`config.mk`:
```
export PLATFORM = sky130hd
export DESIGN_NAME = intr_present_unit
export DESIGN_NICKNAME = d
export VERILOG_FILES = /design/src/rtl/ipu_pkg.sv /design/src/rtl/ipu_ipi_eval.sv /design/src/rtl/ipu_req_judge.sv /design/src/rtl/intr_present_unit.sv
export SDC_FILE = /design/constraint.sdc
export NUM_CORES = 1
export LEC_CHECK = 0
export BUFFER_PORTS_ARGS = -buffer_cell sky130_fd_sc_hd__clkbuf_2
export CAP_MARGIN = 20
export CORE_ASPECT_RATIO = 0.75
export CORE_MARGIN = 10
export CORE_UTILIZATION = 38
export CTS_BUF_LIST = sky130_fd_sc_hd__clkbuf_4
export DETAILED_ROUTE_END_ITERATION = 10
export PLACE_DENSITY = 0.65
export SLEW_MARGIN = 30
export SYNTH_ARGS = -nofsm -noshare
export SYNTH_HDL_FRONTEND = slang
export SYNTH_SLANG_ARGS = --single-unit
```
`constraint.sdc`:
```
create_clock -name clk -period 3.33 [get_ports clk]
set_input_delay 0 -clock clk [delete_from_list [all_inputs] [get_ports clk]]
set_output_delay 0 -clock clk [all_outputs]
set_load 0.02 [all_outputs]
```
`src/rtl/ipu_pkg.sv`:
```
package ipu_pkg;
    typedef enum logic [2:0] {
        OP_ACCEPT   = 3'd0,
        OP_POLL     = 3'd1,
        OP_SET_CPPR = 3'd2,
        OP_SET_IPI  = 3'd3,
        OP_EOI      = 3'd4
    } ipu_op_e;
endpackage

```
`src/rtl/ipu_ipi_eval.sv`:
```
// Decides whether an IPI at a given priority takes the pending slot.
module ipu_ipi_eval #(
    parameter int PRIO_W = 8,
    parameter int SRC_W  = 24
) (
    input  logic [PRIO_W-1:0] ipi_prio,
    input  logic [PRIO_W-1:0] thresh,
    input  logic [SRC_W-1:0]  cur_src,
    input  logic [PRIO_W-1:0] cur_prio,
    input  logic              cur_owned,
    output logic              present,
    output logic              displace
);
    logic busy_better;
    always_comb begin
        busy_better = (cur_src != '0) && (cur_prio <= ipi_prio);
        present     = (ipi_prio < thresh) && !busy_better;
        displace    = present && (cur_src != '0) && cur_owned;
    end
endmodule

```
`src/rtl/ipu_req_judge.sv`:
```
// Accept/refuse decision for an incoming source request.
module ipu_req_judge #(
    parameter int PRIO_W = 8,
    parameter int SRC_W  = 24
) (
    input  logic              req_valid,
    input  logic              op_busy,
    input  logic [PRIO_W-1:0] req_prio,
    input  logic [PRIO_W-1:0] cur_cppr,
    input  logic [SRC_W-1:0]  cur_src,
    input  logic [PRIO_W-1:0] cur_prio,
    input  logic              cur_owned,
    output logic              take,
    output logic              refuse,
    output logic              displace
);
    logic blocked;
    always_comb begin
        blocked  = op_busy || (req_prio >= cur_cppr)
                   || ((cur_src != '0) && (cur_prio <= req_prio));
        take     = req_valid && !blocked;
        refuse   = req_valid && blocked;
        displace = take && (cur_src != '0) && cur_owned;
    end
endmodule

```
`src/rtl/intr_present_unit.sv`:
```
module intr_present_unit
    import ipu_pkg::*;
#(
    parameter int PRIO_W  = 8,
    parameter int SRC_W   = 24,
    parameter int IPI_SRC = 2
) (
    input  logic                    clk,
    input  logic                    rst_n,
    input  logic                    req_valid,
    input  logic [SRC_W-1:0]        req_src,
    input  logic [PRIO_W-1:0]       req_prio,
    output logic                    req_ack,
    output logic                    req_nak,
    input  logic                    op_valid,
    input  logic [2:0]              op_code,
    input  logic [PRIO_W+SRC_W-1:0] op_wdata,
    output logic [PRIO_W+SRC_W-1:0] op_rdata,
    output logic [PRIO_W-1:0]       op_ipi_prio,
    output logic                    rej_valid,
    output logic [SRC_W-1:0]        rej_src,
    output logic                    eoi_valid,
    output logic [SRC_W-1:0]        eoi_src,
    output logic                    resend_req,
    output logic                    irq_o
);
    localparam int WORD_W = PRIO_W + SRC_W;
    localparam logic [SRC_W-1:0]  IPI_NUM   = SRC_W'(IPI_SRC);
    localparam logic [PRIO_W-1:0] PRIO_NONE = '1;

    typedef struct packed {
        logic [PRIO_W-1:0] cppr;
        logic [SRC_W-1:0]  src;
        logic [PRIO_W-1:0] pprio;
        logic [PRIO_W-1:0] ipi;
        logic              owned;
        logic              irq;
    } ipu_state_t;

    ipu_state_t st_d, st_q;

    logic [PRIO_W-1:0] wr_low_d, wr_top_d, new_cppr_d;
    logic              set_present, set_displace;
    logic              rs_present, rs_displace;
    logic              rq_take, rq_refuse, rq_displace;

    assign wr_low_d   = op_wdata[PRIO_W-1:0];
    assign wr_top_d   = op_wdata[WORD_W-1:SRC_W];
    assign new_cppr_d = (op_code == OP_EOI) ? wr_top_d : wr_low_d;

    // IPI check for a write of the IPI priority
    ipu_ipi_eval #(.PRIO_W(PRIO_W), .SRC_W(SRC_W)) u_ipi_set (
        .ipi_prio (wr_low_d),
        .thresh   (st_q.cppr),
        .cur_src  (st_q.src),
        .cur_prio (st_q.pprio),
        .cur_owned(st_q.owned),
        .present  (set_present),
        .displace (set_displace)
    );

    // IPI check on the resend path, against the newly written priority
    ipu_ipi_eval #(.PRIO_W(PRIO_W), .SRC_W(SRC_W)) u_ipi_resend (
        .ipi_prio (st_q.ipi),
        .thresh   (new_cppr_d),
        .cur_src  (st_q.src),
        .cur_prio (st_q.pprio),
        .cur_owned(st_q.owned),
        .present  (rs_present),
        .displace (rs_displace)
    );

    ipu_req_judge #(.PRIO_W(PRIO_W), .SRC_W(SRC_W)) u_judge (
        .req_valid(req_valid),
        .op_busy  (op_valid),
        .req_prio (req_prio),
        .cur_cppr (st_q.cppr),
        .cur_src  (st_q.src),
        .cur_prio (st_q.pprio),
        .cur_owned(st_q.owned),
        .take     (rq_take),
        .refuse   (rq_refuse),
        .displace (rq_displace)
    );

    always_comb begin
        st_d       = st_q;
        rej_valid  = 1'b0;
        rej_src    = st_q.src;
        eoi_valid  = 1'b0;
        eoi_src    = op_wdata[SRC_W-1:0];
        resend_req = 1'b0;
        if (op_valid) begin
            case (op_code)
                OP_ACCEPT: begin
                    st_d.cppr  = st_q.pprio;
                    st_d.src   = '0;
                    st_d.pprio = PRIO_NONE;
                    st_d.owned = 1'b0;
                    st_d.irq   = 1'b0;
                end
                OP_SET_CPPR: begin
                    st_d.cppr = wr_low_d;
                    if (wr_low_d < st_q.cppr) begin
                        if ((st_q.src != '0) && (wr_low_d <= st_q.pprio)) begin
                            rej_valid  = st_q.owned;
                            st_d.src   = '0;
                            st_d.pprio = PRIO_NONE;
                            st_d.owned = 1'b0;
                            st_d.irq   = 1'b0;
                        end
                    end else if (st_q.src == '0) begin
                        resend_req = 1'b1;
                        if (rs_present) begin
                            rej_valid  = rs_displace;
                            st_d.src   = IPI_NUM;
                            st_d.pprio = st_q.ipi;
                            st_d.owned = 1'b0;
                            st_d.irq   = 1'b1;
                        end
                    end
                end
                OP_SET_IPI: begin
                    st_d.ipi = wr_low_d;
                    if (set_present) begin
                        rej_valid  = set_displace;
                        st_d.src   = IPI_NUM;
                        st_d.pprio = wr_low_d;
                        st_d.owned = 1'b0;
                        st_d.irq   = 1'b1;
                    end
                end
                OP_EOI: begin
                    st_d.cppr = wr_top_d;
                    eoi_valid = 1'b1;
                    if (st_q.src == '0) begin
                        resend_req = 1'b1;
                        if (rs_present) begin
                            rej_valid  = rs_displace;
                            st_d.src   = IPI_NUM;
                            st_d.pprio = st_q.ipi;
                            st_d.owned = 1'b0;
                            st_d.irq   = 1'b1;
                        end
                    end
                end
                default: ;
            endcase
        end else if (rq_take) begin
            rej_valid  = rq_displace;
            st_d.src   = req_src;
            st_d.pprio = req_prio;
            st_d.owned = 1'b1;
            st_d.irq   = 1'b1;
        end
    end

    always_ff @(posedge clk) begin
        if (!rst_n) begin
            st_q <= '{cppr: '0, src: '0, pprio: PRIO_NONE, ipi: PRIO_NONE,
                      owned: 1'b0, irq: 1'b0};
        end else begin
            st_q <= st_d;
        end
    end

    assign req_ack     = rq_take;
    assign req_nak     = rq_refuse;
    assign op_rdata    = {st_q.cppr, st_q.src};
    assign op_ipi_prio = st_q.ipi;
    assign irq_o       = st_q.irq;

    // line and pending field agree
    a_r2_line_matches_pending: assert property (@(posedge clk) disable iff (!rst_n)
        irq_o == (op_rdata[SRC_W-1:0] != '0));
    // poll leaves the readable state alone
    a_r2_poll_stable: assert property (@(posedge clk) disable iff (!rst_n)
        (op_valid && op_code == OP_POLL) |=> ($stable(op_rdata) && $stable(op_ipi_prio)));
    // exactly one answer per request
    a_r3_one_answer: assert property (@(posedge clk) disable iff (!rst_n)
        req_valid |-> (req_ack != req_nak));
    // no answer without a request
    a_r3_quiet_when_idle: assert property (@(posedge clk) disable iff (!rst_n)
        !req_valid |-> (!req_ack && !req_nak));
    // an operation in the same cycle refuses the request
    a_r3_op_collision: assert property (@(posedge clk) disable iff (!rst_n)
        (op_valid && req_valid) |-> req_nak);
    // a taken request shows up next cycle
    a_r4_ack_presents: assert property (@(posedge clk) disable iff (!rst_n)
        req_ack |=> (irq_o && op_rdata[SRC_W-1:0] == $past(req_src)));
    // acknowledge empties the slot
    a_r5_accept_clears: assert property (@(posedge clk) disable iff (!rst_n)
        (op_valid && op_code == OP_ACCEPT) |=> (!irq_o && op_rdata[SRC_W-1:0] == '0));
    // the IPI number is never handed back
    a_r10_ipi_not_rejected: assert property (@(posedge clk) disable iff (!rst_n)
        rej_valid |-> (rej_src != IPI_NUM));
endmodule

```
# After elaboration in Yosys (flattened, before gate mapping)
# Cells that the tools add are included.
# word_totals
reg_bits	50
# op_classes
order_cmp	7
reduce_logical	27
eq_ne	6
mux	32
# op_table
op	n
32-bit 2-to-1 mux	7
32-bit case mux with 4 select lines	1
8-bit less-or-equal comparator	4
24-bit zero test	1
8-bit case mux with 3 select lines	1
24-bit nonzero test	1
8-bit less-than comparator	2
1-bit logical AND	14
2-bit 2-to-1 mux	7
1-bit 2-to-1 mux	12
8-bit greater-or-equal comparator	1
8-bit 2-to-1 mux	1
2-bit case mux with 4 select lines	1
3-bit by 2-bit equality test with 1-bit output, second input constant	2
5-bit by 1-bit != test with 1-bit output, second input constant	1
4-bit != test, second input constant	1
2-bit AND reduction	2
4-bit AND reduction	1
3-bit equality test, second input constant	1
1-bit zero test	3
3-bit zero test	1
3-bit != test, second input constant	1
1-bit case mux with 3 select lines	1
3-bit nonzero test	1
other kinds (3)	4

# Depth between registers and ports, before layout
# Gate-level depths: netlist of run 1.
# logic_depth
ltp_word	11
mapped_depth	16
depth_no_buf	12

# Hierarchy
# A second synthesis of run 1 with hierarchy kept.
# unflattened
hier_cells	672
area_unflattened_um2	5148.7
# by_module_without_submodules
module	area_per_inst_um2	n_inst	cells_each
intr_present_unit	3689.8	1	479
ipu_ipi_eval	484.2	2	63
ipu_req_judge	490.5	1	67

# Worst setup path before layout of run 1
# OpenSTA, ideal clock, no wires.
# synth_path
path_kind	input-to-reg
from	input op_code[0]
to	register st_q[1] in the netlist's numbering
path_stages	15
n_path_buf	4
arrival_time_ns	2.601
required_ns	3.203
path_slack_ns	0.602
cell_sequence	buf_2 nor3b_4 clkbuf_1 buf_1 nor2_1 a21oi_1 ha_1 a21oi_1 nand2_1 a211oi_1 nand3_1 buf_6 and2_0 o41ai_1 a21boi_1
# synth_via
elab_chain_len	9
word_cells_on_any_way	16
classes_between	order compare: 1; eq/ne: 6; mux: 6; reduce/logical: 3
# synth_lines
element	line_no	rtl
start, declared	intr_present_unit.sv:16	input logic [2:0] op_code,
3-bit equality test	intr_present_unit.sv:49, intr_present_unit.sv:94	
8-bit 2-to-1 mux	intr_present_unit.sv:49	assign new_cppr_d = (op_code == OP_EOI) ? wr_top_d : wr_low_d;
8-bit less-than comparator	ipu_ipi_eval.sv:17	present = (ipi_prio < thresh) && !busy_better;
1-bit logical AND	ipu_ipi_eval.sv:17	
2-bit 2-to-1 mux (3 in series)	-	
2-bit case mux with 4 select lines	intr_present_unit.sv:94	case (op_code)
2-bit 2-to-1 mux	intr_present_unit.sv:93	if (op_valid) begin
end signal, assigned	intr_present_unit.sv:160	st_q <= '{cppr: '0, src: '0, pprio: PRIO_NONE, ipi: PRIO_NONE,
end signal, assigned	intr_present_unit.sv:163	st_q <= st_d;
end, declared	intr_present_unit.sv:40	ipu_state_t st_d, st_q;
# Parallel ways exist; a longest one is shown, timed or not.
# A chain may end at the register's enable or synchronous reset.

# Final worst setup path of run 1
# layout_path
from	register st_q, in the netlist op_rdata[26]
to	register st_q, in the netlist rej_src[3]
# layout_via
elab_chain_len	7
word_cells_on_any_way	14
classes_between	order compare: 2; eq/ne: 2; mux: 3; reduce/logical: 7
# layout_lines
element	line_no	rtl
8-bit greater-or-equal comparator	ipu_req_judge.sv:19	blocked = op_busy || (req_prio >= cur_cppr)
1-bit logical OR	ipu_req_judge.sv:19	
1-bit logical OR	ipu_req_judge.sv:20	|| ((cur_src != '0) && (cur_prio <= req_prio));
1-bit zero test	ipu_req_judge.sv:21	take = req_valid && !blocked;
1-bit logical AND	ipu_req_judge.sv:21	
2-bit nonzero test (no source line)	-	
4-bit AND reduction (no source line)	-	
# Parallel ways exist; a longest one is shown, timed or not.

==> results of run 1 <==
cells in the mapped netlist, drive strengths merged, types with 2 or more instances:
master / count
nor2: 27
and2: 3
a22o: 29
o211ai: 17
inv: 28
and4: 2
nor2b: 9
nor4: 6
mux2i: 10
nand4: 5
and3: 4
o21ai: 23
nand2: 42
a22oi: 6
clkbuf: 10
dfxtp: 50
a211oi: 4
a21boi: 3
o221ai: 7
nor3b: 2
ha: 38
nor3: 2
o221a: 2
buf: 99
a21oi: 37
nand3: 3
per-layer routing:
metal / up-vias / global-route usage [%] / part of all wire [%]
met1: 1659 / 21.0 / 45
met4: 0 / 4.01 / 1.6
li1: 1783 / - / -
met5: - / 0 / 0
met3: 26 / 4.70 / 9.1
met2: 136 / 25.0 / 44
final cells by class:
cell class / count / area [um^2]
fill: 1070 / 5840
multi-input combinational: 299 / 2140
timing repair buffer: 169 / 1020
sequential: 50 / 1000
tap: 136 / 170
inverter: 28 / 105
clock buffer: 5 / 37.5
clock inverter: 2 / 13.8
worst max-delay path: stages, from the launching register on:
cell and delay, ps:
dfxtp_1 380, inv_1 80, ha_1 290, a21oi_1 120
o21ai_1 110, a221oi_1 250, o21ai_0 190, nand3b_2 300
inv_2 90, and2_1 670, a22o_1 270
cells by family (layout without fill, tap and decap cells):
family                     Yosys count  count (layout)  synth area share (%)
AOI/OAI and AO/OA                  141             141                  25.5
adders and majority gates           38              38                  11.8
buffers and inverters              137             204                  22.3
DFF                                 50              50                  24.8
muxes                               10              10                  2.48
and+or+nand+nor                    110             110                  13.2
worst paths after layout:
kind,to,slack [ps],startpoint,depth (start not counted)
min reg2reg,st_q[1],480,st_q[1],2
min,eoi_src[11],0.006,op_wdata[11],0
max reg2reg,rej_src[3],500,op_rdata[26],10
max,rej_src[3],500,op_rdata[26],10
state kept, by name, summed over array words and instances (netlist names):
signal and cells:
rej_src 24, irq_o 1, op_rdata 8, st_q 9
op_ipi_prio 8
stage by stage:
stage | area, um^2 | std cells | total power (uW) | setup slack (ps) | util, %
2_1_floorplan | 4040 | 486 | 1310 | 602 | -
3_3_place_gp | 4110 | 649 | 1400 | 590 | 39.8
3_5_place_dp | 4110 | 649 | 1430 | 388 | 39.8
4_1_cts | 4490 | 689 | 1760 | 484 | 43.5
5_1_grt | 4490 | 689 | 1870 | 206 | 43.5
6_report | 4490 | 689 | 1750 | 499 | 43.5
power groups by stage:
stage | Sequential, uW | Combinational (uW) | Clock [uW]
6_report | 721 | 731 | 294
5_1_grt | 730 | 815 | 326
4_1_cts | 718 | 736 | 304
3_5_place_dp | 731 | 702 | 0
3_3_place_gp | 729 | 676 | 0
2_1_floorplan | 708 | 604 | 0
==> results_dict.tcl, run 1 <==
set metrics [dict create \
    vdd_drop_max_mv 0.181 \
    end_kind "flop" \
    synth_area_leaders "dfxtp_1 (25%), buf_4 (16%), ha_1 (12%)" \
    cp_data_arrival_time_ps 3170 \
    seqPwrFrac_pct 41.3 \
    swShare_pct 41.2 \
    netlist_instances 486 \
    drt-initial-drc-count 320 \
    cts_tree "done" \
    area_growth_pct 11.0 \
    antenna_found_initial 0 \
    clk_latency_ps 400 \
    fin_worst_skew_ps 16.3 \
    switching_power_uw 720 \
    numClockSinks 50 \
    finalCritPeriodShare_pct 85.0 \
    grt_pass1_wl_um 19900 \
    avgSynthCellArea_um2 8.32 \
    firstDrtPassIters 5 \
    grtUsageTotal_pct 15.9 \
    num_vias 3604 \
    p_comb_share_pct 41.9 \
    post-synth-top-area-cell "dfxtp_1" \
    root_buffer "clkbuf_4" \
    cts.clk_slew.worst_paths_ps 150 \
    cts_resized 0 \
    synth-async-reset-ratio_pct 0 \
    critPathKind "reg -> reg" \
    power.leakage_uw 0.00223 \
    synth_nets 595 \
    layout_commonest_cell "clkbuf_2" \
    ys_types 55 \
    p_int_uw 1030 \
    fmax_ghz 0.353 \
    drc 0 \
    most-common-layout-cells "clkbuf_2 (132), dfxtp_1 (50), nand2_1 (42)" \
    die_w_um 139 \
    die-area_um2 15200 \
    pin_count 165 \
    final_max_slew_viol_count 0 \
    synth_edf_count 0 \
    rsz0062_at_grt "false" \
    yosysTopAreaCellShare_pct 24.8 \
    cts_made_buffers 5 \
    relSlewSlack_pct 45.0 \
    rows 32 \
    yosysSeqAreaShare_pct 24.8 \
    grt_pass1_vias 3705 \
    wl_um 12500 \
    worst_hold_slack_ps 0.00560 \
    diodes 0 \
    place_congestion 0.883 \
    htreeDepth 2 \
    cts_hold_buf 33 \
    ys_ff_latch 50 \
    chipHeight_um 109 \
    min_path_type "in -> out" \
    p_clk_share_pct 16.8 \
    portBuffers 132 \
    netlist_area_um2 4040 \
    fin_tns_setup_ps 0 \
    yosys_warnings 0 \
    tightestPinTransition_ps 825 \
    hold_violations 0 \
    power_density_nw_per_um2 389 \
    finalSetupViolations 0 \
    start_util_pct 39.1 \
    grt_max_degree 31 \
    ys_dominant_reg_cell "dfxtp_1" \
    drv_cap 0 \
    cts.path.max_buffers 2 \
    postCtsSetupRepairBufs 0 \
    detail-route-antenna-nets 0 \
    drive_above_1_share_pct 27.7 \
    wire_per_inst_um 18.1 \
    startpoint_type "flop" \
    dp_hpwl_um 10000 \
    final_nets 662 \
    crit_fanout 23 \
    core-area_um2 10300 \
    required_ps 3670 \
    vias_per_cell 5.23 \
    grt_overflow 0 \
    min_period_ps 2830 \
    status "completed" \
]
(Power assumes the default switching activity.)
==> run 2, diff against run 1 <==
--- a/config.mk
+++ b/config.mk
@@ -5,6 +5,7 @@
 export SDC_FILE = /design/constraint.sdc
 export NUM_CORES = 1
 export LEC_CHECK = 0
+export ABC_AREA = 1
 export BUFFER_PORTS_ARGS = -buffer_cell sky130_fd_sc_hd__clkbuf_2
 export CAP_MARGIN = 20
 export CORE_ASPECT_RATIO = 0.75
@@ -12,7 +13,6 @@
 export CORE_UTILIZATION = 38
 export CTS_BUF_LIST = sky130_fd_sc_hd__clkbuf_4
 export DETAILED_ROUTE_END_ITERATION = 10
-export PLACE_DENSITY = 0.65
 export SLEW_MARGIN = 30
 export SYNTH_ARGS = -nofsm -noshare
 export SYNTH_HDL_FRONTEND = slang
==> run 2 against run 1 <==
- cell area is 22% higher
- cell count is 46% higher
- die area is 15% higher
- highest routed layer unchanged
- combinational power is 10% lower
- first-iteration DRC count is 54% higher
- via count is 36% higher
- clock power is 30% higher
- setup slack worse by 270 ps
- critical path depth is 4 higher
- total power is 1.6% lower
==> results_dict.tcl, run 2 <==
set metrics [dict create \
    cp_cell_sequence "ha_1 > nand2_1 > nor2_1 > nand4_1 > nand2_1 > nand2_1 > nand3_1 > nand2_1 > nand3_2 > buf_6 > nand2_1 > nand2_1 > a21oi_1 > dlygate4sd3_1" \
    synth_area_leaders "dfxtp_1 (21%), nand2_1 (16%), buf_4 (14%)" \
    chipHeight_um 117 \
    yosys.cell_count.top_type "nand2_1" \
    fin_area_um2 5480 \
    finalSetupViolations 0 \
    relSlewSlack_pct 33.6 \
    netlist_area_um2 4770 \
    num_vias 4884 \
    yosysSeqAreaShare_pct 21.0 \
    detail-route-antenna-nets 0 \
    critPathKind "reg -> reg" \
    multiInputGateArea_um2 2640 \
    pin_count 165 \
    n_fill_cell 1354 \
    min_period_ps 3100 \
    placed_cell_area_um2 4920 \
    vdd_drop_max_mv 0.144 \
    final_nets 947 \
    grtUsageTotal_pct 17.3 \
    most-common-layout-cells "nand2_1 (208), clkbuf_2 (132), inv_1 (75)" \
    post-synth-top-area-cell "dfxtp_1" \
    largest_register_ff_count 24 \
    firstDrtPassIters 6 \
    power_density_nw_per_um2 313 \
    grt_pass1_wl_um 24500 \
    hold_violations 0 \
    finalCritPeriodShare_pct 93.0 \
    grt_max_degree 35 \
    min_path_type "in -> out" \
    fin_total_pwr_uw 1720 \
    numClockSinks 50 \
    htreeDepth 2 \
    cts.path.max_buffers 2 \
    fmax_ghz 0.323 \
    diodes 0 \
    grt_overflow 0 \
    seqCellArea_um2 1000 \
    dp_hpwl_um 11500 \
    synth_edf_count 0 \
    cp_data_arrival_time_ps 3380 \
    clk_latency_ps 380 \
    ys_types 31 \
    status "completed" \
    antenna_found_initial 0 \
    fin_worst_skew_ps 7.61 \
    synth-async-reset-ratio_pct 0 \
    vias_per_cell 4.86 \
    cts_tree "done" \
    avgSynthCellArea_um2 6.29 \
    cts_made_buffers 5 \
    netlist_instances 758 \
    yosys-top-cells-count "nand2_1 (208), buf_4 (88), inv_1 (75), a21oi_1 (73), dfxtp_1 (50)" \
    cp_slowest_stage_delay_ps 540 \
    rsz0062_at_grt "false" \
    fin_tns_setup_ps 0 \
    power.leakage_uw 0.00277 \
    root_buffer "clkbuf_4" \
    die-area_um2 17500 \
    end_kind "flop" \
    ys_dominant_reg_cell "dfxtp_1" \
    path_buf_inv 2 \
    layout_commonest_cell "nand2_1" \
    rows 35 \
    drive_above_1_share_pct 22.9 \
    final_max_slew_viol_count 0 \
    startpoint_type "flop" \
    required_ps 3610 \
    synth_nets 867 \
    postCtsSetupRepairBufs 0 \
    ys_ff_latch 50 \
    yosysTopAreaCellShare_pct 21.0 \
    crit_fanout 34 \
    cp_common_cell "nand2_1" \
    drv_cap 0 \
    area_growth_pct 15.0 \
    portBuffers 132 \
    wl_um 15300 \
    drc 0 \
    slowest_stage "dlygate4sd3_1" \
    yosys_warnings 0 \
    wire_per_inst_um 15.2 \
    critPathTopFamily "simple AND/OR/NAND/NOR gates" \
    place_congestion 0.879 \
    start_util_pct 38.9 \
    drt-initial-drc-count 494 \
    core-area_um2 12300 \
    cts.clk_slew.worst_paths_ps 150 \
    grt_pass1_vias 4601 \
    r2r_slack_ps 230 \
    die_w_um 149 \
    tightestPinTransition_ps 986 \
]
[run 2: report_power, final]
part	total, uW	internal [uW]	switching [uW]
combinational	656	242	414
clock	382	167	215
sequential	680	636	44.6
total	1720	1040	673
[run 2: path summary, 6_finish.rpt]
kind                                    from          end  cells past startpoint
worst max register to register      st_q[17]   rej_src[1]                     14
worst min-delay path            op_wdata[18]  eoi_src[18]                      0
worst max-delay path                st_q[17]   rej_src[1]                     14
worst min register to register   rej_src[13]  rej_src[13]                      2
[run 2: per-layer routing]
layer  wire length, um  track usage [%]  up-vias
li1                  -                -     2520
met1              7560             25.2     2162
met2              6160             24.9      192
met3              1440             4.49       10
met4               115             3.20        0
met5                 0                0        -
[run 2: stage by stage]
step | worst slack, ps | utilization, % | hold WS, ps | std cells
2_1_floorplan | 1160 | - | 113 | 758
3_3_place_gp | 632 | 40.1 | 0.137 | 949
3_5_place_dp | 627 | 40.1 | 0.137 | 949
4_1_cts | 208 | 44.7 | 0.137 | 1005
5_1_grt | 53.7 | 44.7 | 0.0320 | 1005
6_report | 234 | 44.7 | 0.00774 | 1005
[run 2: what timing repair did]
action                     CTS  global route
setup endpoints to repair    0             1
hold buffers                48             0
hold endpoints to repair    46             0
resized for setup            0             1
[run 2: logic make-up after synthesis]
kind of cell / share of synthesized area [%]
AO/OA/AOI/OAI: 18.7
buffers and inverters: 23.6
flip-flops: 21.0
AND/OR/NAND/NOR: 26.7
adder cells (fa/ha/maj): 9.97
[run 2: area by class of cell]
type	instances	share of cell area (%)
tap	166	3.79
clock buffer	6	0.822
multi-input combinational	504	48.2
inverter	87	5.98
sequential	50	18.3
timing repair buffer	190	22.3
clock inverter	2	0.685
==> run 3, diff against run 2 <==
--- a/config.mk
+++ b/config.mk
@@ -8,7 +8,6 @@
 export ABC_AREA = 1
 export BUFFER_PORTS_ARGS = -buffer_cell sky130_fd_sc_hd__clkbuf_2
 export CAP_MARGIN = 20
-export CORE_ASPECT_RATIO = 0.75
 export CORE_MARGIN = 10
 export CORE_UTILIZATION = 38
 export CTS_BUF_LIST = sky130_fd_sc_hd__clkbuf_4
==> run 3 against run 2 <==
- the run now ends with negative hold slack left
- setup slack improved by 240 ps
- flip-flop and latch count unchanged
- sequential power about the same
- register-to-register slack improved by 240 ps
- clock skew increased by 12 ps
- critical path type unchanged
- largest cell class unchanged
==> results_dict.tcl, run 3 (synthesized netlist as in run 2, its figures left out) <==
set metrics [dict create \
    relSlewSlack_pct 48.2 \
    cp_data_arrival_time_ps 3200 \
    dp_hpwl_um 11400 \
    num_vias 4829 \
    wire_per_inst_um 14.9 \
    cp_common_cell "nand2_1" \
    p_clk_share_pct 19.3 \
    min_path_type "in -> reg" \
    tightestPinTransition_ps 776 \
    most-common-layout-cells "nand2_1 (208), clkbuf_2 (132), inv_1 (75)" \
    layout_commonest_cell "nand2_1" \
    cts.clk_slew.worst_paths_ps 160 \
    cp_cell_sequence "inv_1 > ha_1 > nand2_1 > inv_2 > nand2_1 > nand2_1 > nand2_1 > nand3_1 > nor2_1 > nand3_1 > nand2_1 > nand3_2 > nand2_1 > nand2_1 > a21oi_1 > dlygate4sd3_1" \
    grt_busiest_layer "met2" \
    grt_overflow 0 \
    clk_latency_ps 400 \
    placed_cell_area_um2 4910 \
    area_growth_pct 14.4 \
    postCtsSetupRepairBufs 0 \
    holdPathStages 3 \
    cts.path.max_buffers 2 \
    cts_made_buffers 5 \
    die_w_um 132 \
    finalCritPeriodShare_pct 85.8 \
    switching_power_uw 680 \
    firstDrtPassIters 5 \
    status "complete, but fails checks" \
    diodes 0 \
    vdd_drop_max_mv 0.154 \
    grt_max_degree 32 \
    gr-usage-met3_pct 4.04 \
    drv_cap 0 \
    grt_pass1_vias 4669 \
    rsz0062_at_grt "false" \
    start_util_pct 39.2 \
    worstRegToRegCells 16 \
    fin_area_um2 5460 \
    core-area_um2 12200 \
    hold_violations 1 \
    die-area_um2 17400 \
    fin_worst_skew_ps 19.3 \
    fin_total_pwr_uw 1650 \
    final_nets 946 \
    n_fill_cell 1259 \
    cts_tree "done" \
    required_ps 3670 \
    pin_count 165 \
    numClockSinks 50 \
    cp_slowest_stage_delay_ps 550 \
    p_comb_share_pct 39.3 \
    seqPwrFrac_pct 41.4 \
    root_buffer "clkbuf_4" \
    grt_use_met2_pct 26.2 \
    fin_tns_setup_ps 0 \
    swShare_pct 41.3 \
    power.leakage_uw 0.00275 \
    rows 40 \
    vias_per_cell 4.80 \
    portBuffers 132 \
    violations "negative hold slack" \
    wl_um 15000 \
    slowest_stage "dlygate4sd3_1" \
    critPathKind "reg -> reg" \
    largest_register_ff_count 24 \
    power_density_nw_per_um2 302 \
    grt_pass1_wl_um 24300 \
    drive_above_1_share_pct 22.8 \
    end_kind "flop" \
    grtUsageTotal_pct 16.6 \
    drt-initial-drc-count 418 \
    antenna_found_initial 0 \
    cts_resized 0 \
    worst_hold_slack_ps -4.55 \
    place_congestion 0.874 \
    p_int_uw 966 \
    grt_use_met1_pct 22.2 \
    seqCellArea_um2 1000 \
    final_max_slew_viol_count 0 \
    min_period_ps 2860 \
    htreeDepth 2 \
    startpoint_type "flop" \
    chipHeight_um 132 \
    drc 0 \
    cts_hold_buf 48 \
    detail-route-antenna-nets 0 \
    crit_fanout 18 \
    multiInputGateArea_um2 2640 \
    finalSetupViolations 0 \
    fmax_ghz 0.350 \
]
## run 3: cell count changes in the layout (fill, tap and decap cells not counted), sizes merged
cell / delta
clkbuf: -1
bufinv: -1
clkinv: +1
buf: -1
inv: +2
clkinvlp: -1
## run 3: layout make-up
type / count / share of cell area (%)
Clock inverter: 3 / 0.482
Sequential cell: 50 / 18.3
Inverter: 87 / 6.01
Timing Repair Buffer: 189 / 22.2
Tap cell: 168 / 3.85
Clock buffer: 5 / 0.688
Multi-Input combinational cell: 504 / 48.5
## run 3: stage by stage
step,std cells,setup WS (ps),utilization [%],hold WS [ps]
final,1006,474,44.9,-4.55
after global routing,1006,135,44.9,0.0313
after CTS,1006,476,44.9,0.137
after detailed placement,950,649,40.4,0.137
after global placement,950,699,40.4,0.137
after floorplan,758,1160,-,113
## run 3: per-layer routing
metal  vias up  part of all wire [%]  wire length, um
li1       2517                     -                -
met1      2125                    46             6920
met2       171                    45             6750
met3        16                   7.4             1110
met4         0                   1.2              183
met5         -                     0                0
## run 3: worst paths after layout
path | startpoint | to | slack (ps)
setup / recovery | op_rdata[27] | rej_src[1] | 470
hold reg to reg | rej_src[15] | rej_src[15] | 530
setup reg to reg | op_rdata[27] | rej_src[1] | 470
hold / removal | op_wdata[3] | op_ipi_prio[3] | -5
## run 3: worst max-delay path, delay by kind of cell (launching register included)
kind                       cells  cell delay, ps
AOI/OAI and AO/OA              1             110
and+or+nand+nor               11            1300
adders and majority gates      1             290
buffers and inverters          3             690
DFF                            1             420
## run 3: power groups by stage
stage	clock network [uW]	registers [uW]	logic, uW
after floorplan	0	679	500
after global placement	0	691	603
after detailed placement	0	692	600
after CTS	327	680	648
after global routing	342	687	731
final	318	680	647
